### src/rtl/tgtp_pkg.sv
`timescale 1ns/1ps
// Package: shared defaults and helpers for the target register predictor.
// Assumes: entry counts are at least 1.
package tgtp_pkg;
    localparam int DEF_NUM_ENT = 4;
    localparam int DEF_ADDR_W  = 32;

    // Width of an index that selects one of n entries (at least one bit).
    function automatic int idx_width(input int n);
        return (n > 1) ? $clog2(n) : 1;
    endfunction
endpackage

### src/rtl/tgtp_entry.sv
`timescale 1ns/1ps
// Module: one target register entry (valid, branch address, target).
// Compares its branch address with the fetch address and with the hint address.
// Assumes: alloc and upd are never both set for the same entry.
module tgtp_entry #(
    parameter int ADDR_W = tgtp_pkg::DEF_ADDR_W
) (
    input  logic              clk,
    input  logic              rst_n,
    input  logic              clr,
    input  logic              alloc,
    input  logic              upd,
    input  logic [ADDR_W-1:0] wr_br,
    input  logic [ADDR_W-1:0] wr_tgt,
    input  logic [ADDR_W-1:0] lk_addr,
    output logic              valid,
    output logic              lk_hit,
    output logic              wr_hit,
    output logic [ADDR_W-1:0] tgt
);
    logic [ADDR_W-1:0] br_q;

    // Holds the entry state; clear wins, then allocation, then target update.
    always_ff @(posedge clk) begin
        if (!rst_n) begin
            valid <= 1'b0;
            br_q  <= '0;
            tgt   <= '0;
        end else if (clr) begin
            valid <= 1'b0;
        end else if (alloc) begin
            valid <= 1'b1;
            br_q  <= wr_br;
            tgt   <= wr_tgt;
        end else if (upd) begin
            tgt   <= wr_tgt;
        end
    end

    // Match against the fetch lookup and against the incoming hint.
    always_comb begin
        lk_hit = valid && (br_q == lk_addr);
        wr_hit = valid && (br_q == wr_br);
    end
endmodule

### src/rtl/tgtp_alloc.sv
`timescale 1ns/1ps
// Module: victim selection for new allocations.
// Picks the lowest empty entry. When none is empty it uses a round-robin
// pointer that advances on each replacement. Flush restarts the pointer.
// Assumes: alloc_req is already qualified by flush in the parent.
module tgtp_alloc #(
    parameter int NUM_ENT = tgtp_pkg::DEF_NUM_ENT
) (
    input  logic               clk,
    input  logic               rst_n,
    input  logic               flush,
    input  logic               alloc_req,
    input  logic [NUM_ENT-1:0] valid_vec,
    output logic [NUM_ENT-1:0] victim_oh
);
    localparam int PTR_W = tgtp_pkg::idx_width(NUM_ENT);
    localparam logic [PTR_W-1:0] PTR_LAST = PTR_W'(NUM_ENT - 1);

    logic [PTR_W-1:0] rr_ptr;
    logic             full;

    // Chooses the first empty slot, else the round-robin slot.
    always_comb begin
        logic found;
        found     = 1'b0;
        victim_oh = '0;
        full      = &valid_vec;
        for (int i = 0; i < NUM_ENT; i++) begin
            if (!valid_vec[i] && !found) begin
                victim_oh[i] = 1'b1;
                found        = 1'b1;
            end
        end
        if (!found) victim_oh[rr_ptr] = 1'b1;
    end

    // Advances the replacement pointer on each eviction; restarts on flush.
    always_ff @(posedge clk) begin
        if (!rst_n || flush) begin
            rr_ptr <= '0;
        end else if (alloc_req && full) begin
            rr_ptr <= (rr_ptr == PTR_LAST) ? '0 : rr_ptr + 1'b1;
        end
    end
endmodule

### src/rtl/tgt_reg_predictor.sv
`timescale 1ns/1ps
// Module: hint-programmed branch target register predictor (top).
// An important hint either updates a stored address or allocates a victim.
// A lookup hit gives taken plus the target in the same cycle.
// Assumes: hints write at the clock edge and lookups read the current contents.
module tgt_reg_predictor #(
    parameter int NUM_ENT = tgtp_pkg::DEF_NUM_ENT,
    parameter int ADDR_W  = tgtp_pkg::DEF_ADDR_W
) (
    input  logic              clk,
    input  logic              rst_n,
    input  logic              flush,
    input  logic              hint_vld,
    input  logic              hint_imp,
    input  logic [ADDR_W-1:0] hint_br_addr,
    input  logic [ADDR_W-1:0] hint_tgt,
    input  logic [ADDR_W-1:0] fetch_addr,
    output logic              pred_taken,
    output logic [ADDR_W-1:0] pred_tgt
);
    logic [NUM_ENT-1:0] valid_vec;
    logic [NUM_ENT-1:0] hit_vec;
    logic [NUM_ENT-1:0] hint_match;
    logic [NUM_ENT-1:0] victim_oh;
    logic [ADDR_W-1:0]  ent_tgt [NUM_ENT];
    logic               hint_go;
    logic               alloc_req;

    // Qualifies the hint: the importance flag is needed, and flush discards it.
    always_comb begin
        hint_go   = hint_vld && hint_imp && !flush;
        alloc_req = hint_go && (hint_match == '0);
    end

    tgtp_alloc #(.NUM_ENT(NUM_ENT)) u_alloc (
        .clk       (clk),
        .rst_n     (rst_n),
        .flush     (flush),
        .alloc_req (alloc_req),
        .valid_vec (valid_vec),
        .victim_oh (victim_oh)
    );

    for (genvar g = 0; g < NUM_ENT; g++) begin : g_ent
        tgtp_entry #(.ADDR_W(ADDR_W)) u_ent (
            .clk     (clk),
            .rst_n   (rst_n),
            .clr     (flush),
            .alloc   (alloc_req && victim_oh[g]),
            .upd     (hint_go && hint_match[g]),
            .wr_br   (hint_br_addr),
            .wr_tgt  (hint_tgt),
            .lk_addr (fetch_addr),
            .valid   (valid_vec[g]),
            .lk_hit  (hit_vec[g]),
            .wr_hit  (hint_match[g]),
            .tgt     (ent_tgt[g])
        );
    end

    // Merges the matching entry's target into the redirect output (AND-OR).
    always_comb begin
        pred_tgt = '0;
        for (int i = 0; i < NUM_ENT; i++) begin
            pred_tgt = pred_tgt | (ent_tgt[i] & {ADDR_W{hit_vec[i]}});
        end
        pred_taken = |hit_vec;
    end
endmodule

### config.mk
export PLATFORM = sky130hd
export DESIGN_NAME = tgt_reg_predictor
export DESIGN_NICKNAME = d
export VERILOG_FILES = /design/src/rtl/tgtp_pkg.sv /design/src/rtl/tgtp_entry.sv /design/src/rtl/tgtp_alloc.sv /design/src/rtl/tgt_reg_predictor.sv
export SDC_FILE = /design/constraint.sdc
export NUM_CORES = 1
export LEC_CHECK = 0
export BUFFER_PORTS_ARGS = -buffer_cell sky130_fd_sc_hd__buf_2
export CORE_MARGIN = 5
export CORE_UTILIZATION = 54
export CTS_CLUSTER_DIAMETER = 40
export DETAILED_ROUTE_END_ITERATION = 10
export PLACE_DENSITY = 0.83
export SYNTH_ARGS = -nofsm -noshare
export SYNTH_HDL_FRONTEND = slang
export SYNTH_HIERARCHICAL = 1
export SYNTH_SLANG_ARGS = --single-unit
### constraint.sdc
create_clock -name clk -period 1.9 [get_ports clk]
set_input_delay 0.095 -clock clk [delete_from_list [all_inputs] [get_ports clk]]
set_output_delay 0.095 -clock clk [all_outputs]
set_load 0.01 [all_outputs]
==> results of run 1 <==
[cell usage after synthesis, types with 2 or more instances]
cell type	number
nor2_1	4
buf_6	13
nor3b_1	4
a21boi_0	109
buf_4	12
or2_1	4
xor2_1	248
a21boi_1	150
xnor2_1	8
nand4_1	11
nand2_1	548
nor3_2	8
a22oi_1	64
inv_1	4
buf_2	44
nor2_2	8
o21ai_0	2
and2_1	5
and3_1	2
nor2b_1	5
dfxtp_1	262
nand3_1	19
clkbuf_1	31
a21oi_1	2
nor3_1	8
nor4_1	56
nand2b_1	4
ha_1	4
[through the flow]
step                      hold WS [ns]  TNS, ns  worst slack [ns]  area (sq um)  util, %
after floorplan                  0.171   -15.86            -0.141         13700        -
after global placement           0.368  -203.14            -0.860         16300     65.2
after detailed placement         0.376  -229.84            -0.980         16300     65.2
after CTS                     0.000540  -210.62            -0.875         20100     80.5
[logic make-up after synthesis]
kind of cell    count (synthesis)  synth area share (%)
xor+xnor                      256                  16.5
fa+ha+maj                       4                 0.369
compound gates                327                  18.0
buf+inv                       104                  4.34
flops                         262                  38.7
simple gates                  692                  22.0
[what timing repair did]
item	CTS
buffers inserted	23
hold buffers	57
pin swaps	129
hold endpoints to repair	189
resized for setup	219
endpoints found under the setup margin	295
cloned	32
[per-layer routing]
| layer | global-route usage (%) | overflow |
|---|---|---|
| met5 | 29.9 | 1 |
| met4 | 80.4 | 134 |
| met3 | 67.4 | 6 |
| met2 | 94.1 | 224 |
| met1 | 78.3 | 12 |
==> impl_metrics.csv, run 1 <==
group,metric,value,unit
yosys,synth_edf_count,0,
placement,routabilityCongestion,0.911,
yosys,yosysUniqueCellTypes,34,
status,lastStage,"5_1_grt",
yosys,ys.flop_type,"dfxtp_1",
placement,place_inst,2241,
yosys,async_flop_share,0,%
yosys,syn_avg_cell_area,8.24,sq um
yosys,yosysSeqAreaShare,38.7,%
floorplan,die-height,168,um
yosys,yosysTopAreaCell,"dfxtp_1",
yosys,synth_area,13500,sq um
clock_network,cts_buffers,39,
grt,grt_max_degree,97,
sta,timing.grt.repair.worst_endpoint,"g_ent[0].u_ent/tgt[12]$_SDFFE_PN0P_/D",
sta,worstEndpointType,"register data pin",
status,stop_error,"[ERROR GRT-0232] Routing congestion too high. Check the congestion heatmap in the GUI.",
grt,grt_use_total,79.4,%
grt,overflow,377,
floorplan,num_rows,58,
clock_network,clock_path_buffers,3,
clock_network,cts_root_buf,"clkbuf_16",
clock_network,htreeDepth,2,
placement,portBuffers,133,
yosys,ys_seq_elements,262,
yosys,synth_top_area_share,38.7,%
floorplan,start_util,54.3,%
status,run_status,"stopped before the end",
yosys,ys_warn_count,6,
yosys,synth_area_leaders,"dfxtp_1 39%, xor2_1 16%, nand2_1 15%",
clock_network,clock-sinks,262,
yosys,syn_nets,1750,
floorplan,die_w,168,um
yosys,syn_inst,1645,
floorplan,io_pins,134,
placement,dp_hpwl,29.2,mm
==> run 2, diff against run 1 <==
- CORE_UTILIZATION: 54 -> 40
- CTS_CLUSTER_DIAMETER: 40 -> default
- PLACE_DENSITY: 0.83 -> default
- PLACE_DENSITY_LB_ADDON: default -> 0.15
- clock period: 1.9 -> 2.5 ns (I/O delays scaled with it)
==> impl_metrics.csv, run 2 <==
group,metric,value,unit
yosys,yosysSeqAreaShare,38.7,%
layout,multi_input_area,9050,sq um
worst_hold_path,hp-start,"hint_br_addr[18]",
drt,drc,0,
clock_network,clock_latency,0.55,ns
clock_network,cts_buffers,30,
sta,skew,0.0111,ns
layout,reg_top3,"g_ent.u_ent/br_q (128), g_ent.u_ent/tgt (128), g_ent.u_ent/valid (4)",
worst_hold_path,worst_hold_path.endpoint,"g_ent[3].u_ent/br_q[18]$_SDFFE_PN0P_",
power,vdd_ir_drop_max,0.000507,V
floorplan,die-height,194,um
layout,fin_util,61.0,%
floorplan,die-area,37600,sq um
sta,clock.fmax,344,MHz
run,drv_cap,0,
layout,fillers,2878,
worst_hold_path,worstHoldPathType,"primary input to flip-flop",
grt,grt_use_total,25.5,%
layout,finalNetCount,2153,
yosys,synth_top_family_by_area,"simple AND/OR/NAND/NOR gates",
worst_setup_path,cp.arrival,2.78,ns
worst_setup_path,reg2reg_depth,14,
status,run_status,"finished with violations",
clock_network,clock-sinks,262,
sta,finalCriticalPeriod,2.91,ns
drt,drt_first_pass_iters,5,
placement,routabilityCongestion,0.896,
layout,regArea,5260,sq um
worst_setup_path,critical_path.endpoint_type,"primary output",
layout,drive_above_1_share,36.2,%
yosys,synth_fa_ha_area_share,0.369,%
floorplan,num_rows,67,
power,p_per_area,490,nW/um^2
sta,period_share,116,%
grt,antenna_found_initial,6,
yosys,syn_nets,1750,
layout,final_cell_mix,"409 x nand2_1, 251 x dfxtp_1, 231 x xor2_1",
worst_setup_path,crit_fanout,8,
drt,drt_iter0_markers,917,
clock_network,clk_pin_slew,0.06,ns
yosys,synth_area_leaders,"dfxtp_1 39%, xor2_1 16%, nand2_1 15%",
worst_hold_path,min_path_cells,4,
placement,portBuffers,133,
placement,dp_hpwl,30.4,mm
yosys,ys_seq_elements,262,
drt,wl,52.0,mm
grt,grt_pass1_wl,76.2,mm
clock_network,cts_tree,"built",
worst_setup_path,critPathLaunch,"g_ent[1].u_ent/br_q[23]$_SDFFE_PN0P_",
clock_network,htreeDepth,1,
layout,area_delta_synth_final,50.7,%
sta,final-max-slew-violation-count,0,
yosys,yosysTopAreaCell,"dfxtp_1",
clock_network,cts_root_buf,"clkbuf_16",
drt,vias,13300,
yosys,async_flop_share,0,%
worst_setup_path,regToRegSetupSlack,-0.29,ns
floorplan,start_util,40.5,%
yosys,yosysUniqueCellTypes,34,
floorplan,io_pins,134,
sta,finalHoldViolations,0,
yosys,synth_area,13500,sq um
yosys,syn_inst,1645,
yosys,syn_avg_cell_area,8.24,sq um
power,p_leak,8.71,nW
sta,layout_setup_ws,-0.406,ns
status,violations,"negative setup slack",
worst_setup_path,path_class,"flip-flop to primary output",
grt,grt_pass1_vias,13000,
drt,antenna_left,0,
worst_setup_path,worstPathRequired,2.38,ns
yosys,synth_compound_area_share,18.0,%
yosys,synth_edf_count,0,
sta,grt_setup_unrepaired,"yes",
layout,final_common_cell,"nand2_1",
grt,overflow,0,
floorplan,core_area,33400,sq um
sta,slew_headroom,57.7,%
yosys,ys_warn_count,6,
drt,viasPerCell,5.28,
sta,worst_slew_pin_slew,0.634,ns
yosys,yosysMostFrequentCell,"nand2_1",
yosys,synth-simple-area-share,22.0,%
worst_setup_path,r2r_start,"g_ent[3].u_ent/br_q[11]$_SDFFE_PN0P_",
yosys,synth_top_area_share,38.7,%
yosys,synth_xor_area_share,16.5,%
placement,postPlaceCellArea,16200,sq um
floorplan,die_w,194,um
clock_network,clock_path_buffers,3,
sta,final-setup-viol-count,289,
yosys,ys.flop_type,"dfxtp_1",
layout,final_cell_area,20400,sq um
worst_setup_path,cp-start-kind,"flip-flop",
drt,avgRoutedWirePerCell,20.6,um
worst_setup_path,r2r-end,"g_ent[2].u_ent/tgt[9]$_SDFFE_PN0P_",
yosys,muxShareOfSynthArea,0,%
grt,grt_max_degree,91,
yosys,synthTopCellsByCount,"548 x nand2_1, 262 x dfxtp_1, 248 x xor2_1",
## run 2: cell counts after synthesis
No cell type changed its count.
## run 2: how the worst max path moves through the flow
stage                                           end  cells past startpoint  slack [ns]
2_1_floorplan   g_ent[1].u_ent/tgt[23]$_SDFFE_PN0P_                     12        0.37
3_3_place_gp   g_ent[2].u_ent/br_q[17]$_SDFFE_PN0P_                     11       -0.26
3_5_place_dp    g_ent[2].u_ent/tgt[21]$_SDFFE_PN0P_                     11       -0.31
4_1_cts                                 pred_tgt[0]                     11       -0.42
5_1_grt                                 pred_tgt[4]                     11       -0.51
6_report                               pred_tgt[13]                     10       -0.41
## run 2: layer usage
layer	vias to the layer above	track usage (%)	routed length [um]
met1	6454	34.0	22300
met5	-	0	59
met3	95	4.62	3400
li1	6302	-	-
met2	465	42.7	24700
met4	8	6.61	1520
## run 2: layout make-up
cell class / count / share of cell area (%)
inverters: 4 / 0.0735
well taps: 448 / 2.75
diodes: 2 / 0.0245
clock buffers: 41 / 4.37
multi-input cells: 1279 / 44.3
repair buffers: 471 / 21.7
flip-flops and latches: 262 / 25.8
clock inverters: 15 / 1.03
## run 2: worst max-delay path: stages, from the launching register on
cell	delay [ns]
dfxtp_1	0.32
buf_4	0.14
xor2_1	0.19
nor4_1	0.42
nand3_1	0.28
nor3_4	0.25
buf_6	0.17
clkbuf_16	0.19
a22oi_2	0.06
nand2_1	0.07
buf_2	0.13
## run 2: power breakdown
group	total [mW]	internal (mW)	switching, mW	leakage [nW]
Combinational	0.934	0.420	0.514	6.04
Sequential	4.21	4.20	0.0156	2.12
Clock	4.86	3.01	1.85	0.548
## run 2: cell families (layout without fill, tap and decap cells)
logic type / after synthesis / count (layout)
AOI/OAI and AO/OA: 327 / 327
xor gates and xnor gates: 256 / 256
adders and majority gates: 4 / 4
buffers and inverters: 104 / 531
DFF: 262 / 262
other: 0 / 2
and+or+nand+nor: 692 / 692
## run 2: timing repair
action,CTS,global route
setup endpoints to repair,289,290
hold endpoints to repair,200,0
hold buffers,64,0
cloned,25,8
setup buffers,27,14
resized for setup,189,288
pin swaps,89,185
## run 2: per-stage QoR
step | worst slack, ns | power, mW | setup TNS, ns | instances | hold slack [ns]
after floorplan | 0.366 | 4.61 | 0 | 1645 | 0.201
after global placement | -0.256 | 5.02 | -43.79 | 2342 | 0.401
after detailed placement | -0.313 | 5.02 | -48.06 | 2342 | 0.406
after CTS | -0.417 | 10.0 | -55.84 | 2513 | 0.00182
after global routing | -0.512 | 10.3 | -79.17 | 2521 | 0.0149
final | -0.406 | 10.0 | -53.44 | 2522 | 0.00596
Power figures use the tool's default switching activity.
==> run 3, diff against run 2 <==
- CORE_MARGIN: 5 -> 2
- CTS_BUF_LIST: default -> sky130_fd_sc_hd__clkbuf_8 sky130_fd_sc_hd__clkbuf_16
- MAX_ROUTING_LAYER: default -> met4
==> impl_metrics.csv, run 3 (synthesis results as in run 2) <==
group,metric,value,unit
placement,portBuffers,133,
clock_network,clock_latency,0.58,ns
power,p_leak,9.19,nW
layout,final_cell_mix,"338 x nand2_1, 242 x dfxtp_1, 229 x xor2_1",
worst_setup_path,cp-start-kind,"flip-flop",
floorplan,core_area,33400,sq um
floorplan,start_util,40.5,%
power,combPwrFrac,9.6,%
sta,skew,0.0246,ns
grt,antenna_found_initial,10,
clock_network,cts_buffers,31,
sta,worst_slew_pin_slew,0.549,ns
sta,finalCriticalPeriod,2.95,ns
floorplan,die_w,188,um
sta,period_share,118,%
power,vdd_ir_drop_max,0.000550,V
sta,grt_setup_unrepaired,"yes",
layout,fin_util,64.6,%
layout,reg_top3,"g_ent.u_ent/br_q (128), g_ent.u_ent/tgt (128), g_ent.u_ent/valid (4)",
status,run_status,"finished with violations",
worst_hold_path,min_path_cells,2,
floorplan,io_pins,134,
placement,dp_hpwl,29.6,mm
layout,area_delta_synth_final,59.5,%
power,pwr-share-clk,48.6,%
grt,grt_pass1_vias,13400,
clock_network,cts_tree,"built",
floorplan,num_rows,67,
sta,layout_setup_ws,-0.446,ns
clock_network,clock-sinks,262,
sta,slew_headroom,63.4,%
floorplan,die-height,188,um
layout,finalNetCount,2184,
floorplan,die-area,35400,sq um
status,violations,"negative setup slack",
grt,grt_max_degree,107,
drt,viasPerCell,5.42,
worst_setup_path,critical_path.endpoint_type,"primary output",
worst_setup_path,path_class,"flip-flop to primary output",
drt,avgRoutedWirePerCell,21.9,um
sta,final-max-slew-violation-count,0,
clock_network,clk_pin_slew,0.06,ns
grt,grt_use_total,29.6,%
worst_setup_path,cp.arrival,2.82,ns
clock_network,cts_root_buf,"clkbuf_16",
worst_setup_path,worstPathRequired,2.38,ns
grt,grt_pass1_wl,78.4,mm
worst_setup_path,reg2reg_depth,12,
power,seqPwrFrac,41.8,%
clock_network,clock_path_buffers,3,
layout,fillers,2597,
drt,vias,13900,
drt,wl,56.1,mm
power,p_per_area,466,nW/um^2
drt,drt_first_pass_iters,5,
layout,final_common_cell,"nand2_1",
drt,antenna_left,0,
grt,overflow,0,
drt,drt_iter0_markers,1182,
placement,routabilityCongestion,0.868,
run,drv_cap,0,
drt,drc,0,
sta,final-setup-viol-count,289,
power,intPower,7.61,mW
clock_network,htreeDepth,1,
power,swShare,24.5,%
power,p_switching,2.47,mW
layout,drive_above_1_share,41.9,%
worst_setup_path,crit_fanout,8,
sta,clock.fmax,339,MHz
sta,finalHoldViolations,0,
worst_hold_path,worstHoldPathType,"primary input to flip-flop",
placement,pre_cts_ws,-0.514,ns
==> run 3: per-layer routing <==
metal | vias to the layer above | share of wire, % | track usage [%]
li1 | 6380 | - | -
met1 | 6765 | 41 | 36.5
met5 | - | 0 | -
met3 | 184 | 6.9 | 5.18
met4 | 0 | 4.7 | 12.2
met2 | 552 | 47 | 47.7
==> run 3: critical path, cell delays in order, from the launching register on <==
cell and delay, ns:
dfxtp_4 0.36, buf_4 0.14, xor2_1 0.19, nor4_4 0.38, nand4_1 0.25, nor3_4 0.26, buf_12 0.18, clkbuf_16 0.17
a22oi_1 0.07, nand2_1 0.09, buf_2 0.13
==> run 3: through the flow <==
| stage | hold slack (ns) | instance area, sq um | TNS (ns) | total power, mW | cells |
|---|---|---|---|---|---|
| after floorplan | 0.201 | 13500 | 0 | 4.61 | 1645 |
| after global placement | 0.400 | 16100 | -88.45 | 5.01 | 2336 |
| after detailed placement | 0.402 | 16100 | -95.06 | 5.02 | 2336 |
| after CTS | 0.00212 | 20100 | -33.41 | 10.1 | 2543 |
| after global routing | 0.0224 | 21600 | -84.16 | 10.3 | 2560 |
| final | 0.00862 | 21600 | -72.14 | 10.1 | 2561 |
==> run 3: layout make-up <==
class	instances	area, sq um	share of cell area (%)
tap	448	561	2.59
sequential	262	5280	24.4
timing repair buffer	501	5170	23.9
inverter	4	15.0	0.0695
multi-input combinational	1279	9470	43.8
clock inverter	20	233	1.08
antenna	9	22.5	0.104
clock buffer	38	872	4.03
==> run 3: final timing paths <==
check                                                          from                             endpoint  slack [ns]
worst min register to register  g_ent[1].u_ent/tgt[15]$_SDFFE_PN0P_  g_ent[1].u_ent/tgt[15]$_SDFFE_PN0P_        0.45
worst max-delay path            g_ent[3].u_ent/br_q[6]$_SDFFE_PN0P_                         pred_tgt[12]       -0.45
worst min-delay path                                          rst_n  g_ent[3].u_ent/tgt[24]$_SDFFE_PN0P_       0.009
worst max register to register  g_ent[3].u_ent/br_q[6]$_SDFFE_PN0P_  g_ent[1].u_ent/tgt[10]$_SDFFE_PN0P_       -0.37
==> run 3: power groups by stage <==
stage	logic [mW]	clock network (mW)	registers, mW
after floorplan	0.304	0	4.31
after global placement	0.710	0	4.30
final	0.967	4.90	4.21
after CTS	0.894	4.96	4.21
after detailed placement	0.711	0	4.31
after global routing	1.02	5.10	4.21
==> run 3: repair_timing <==
action,4_1_cts,5_1_grt
hold buffers,70,0
buffers inserted,41,23
resized for setup,310,401
pin swaps,141,271
endpoints found under the hold margin,218,0
setup endpoints to repair,290,289
gates cloned,39,17
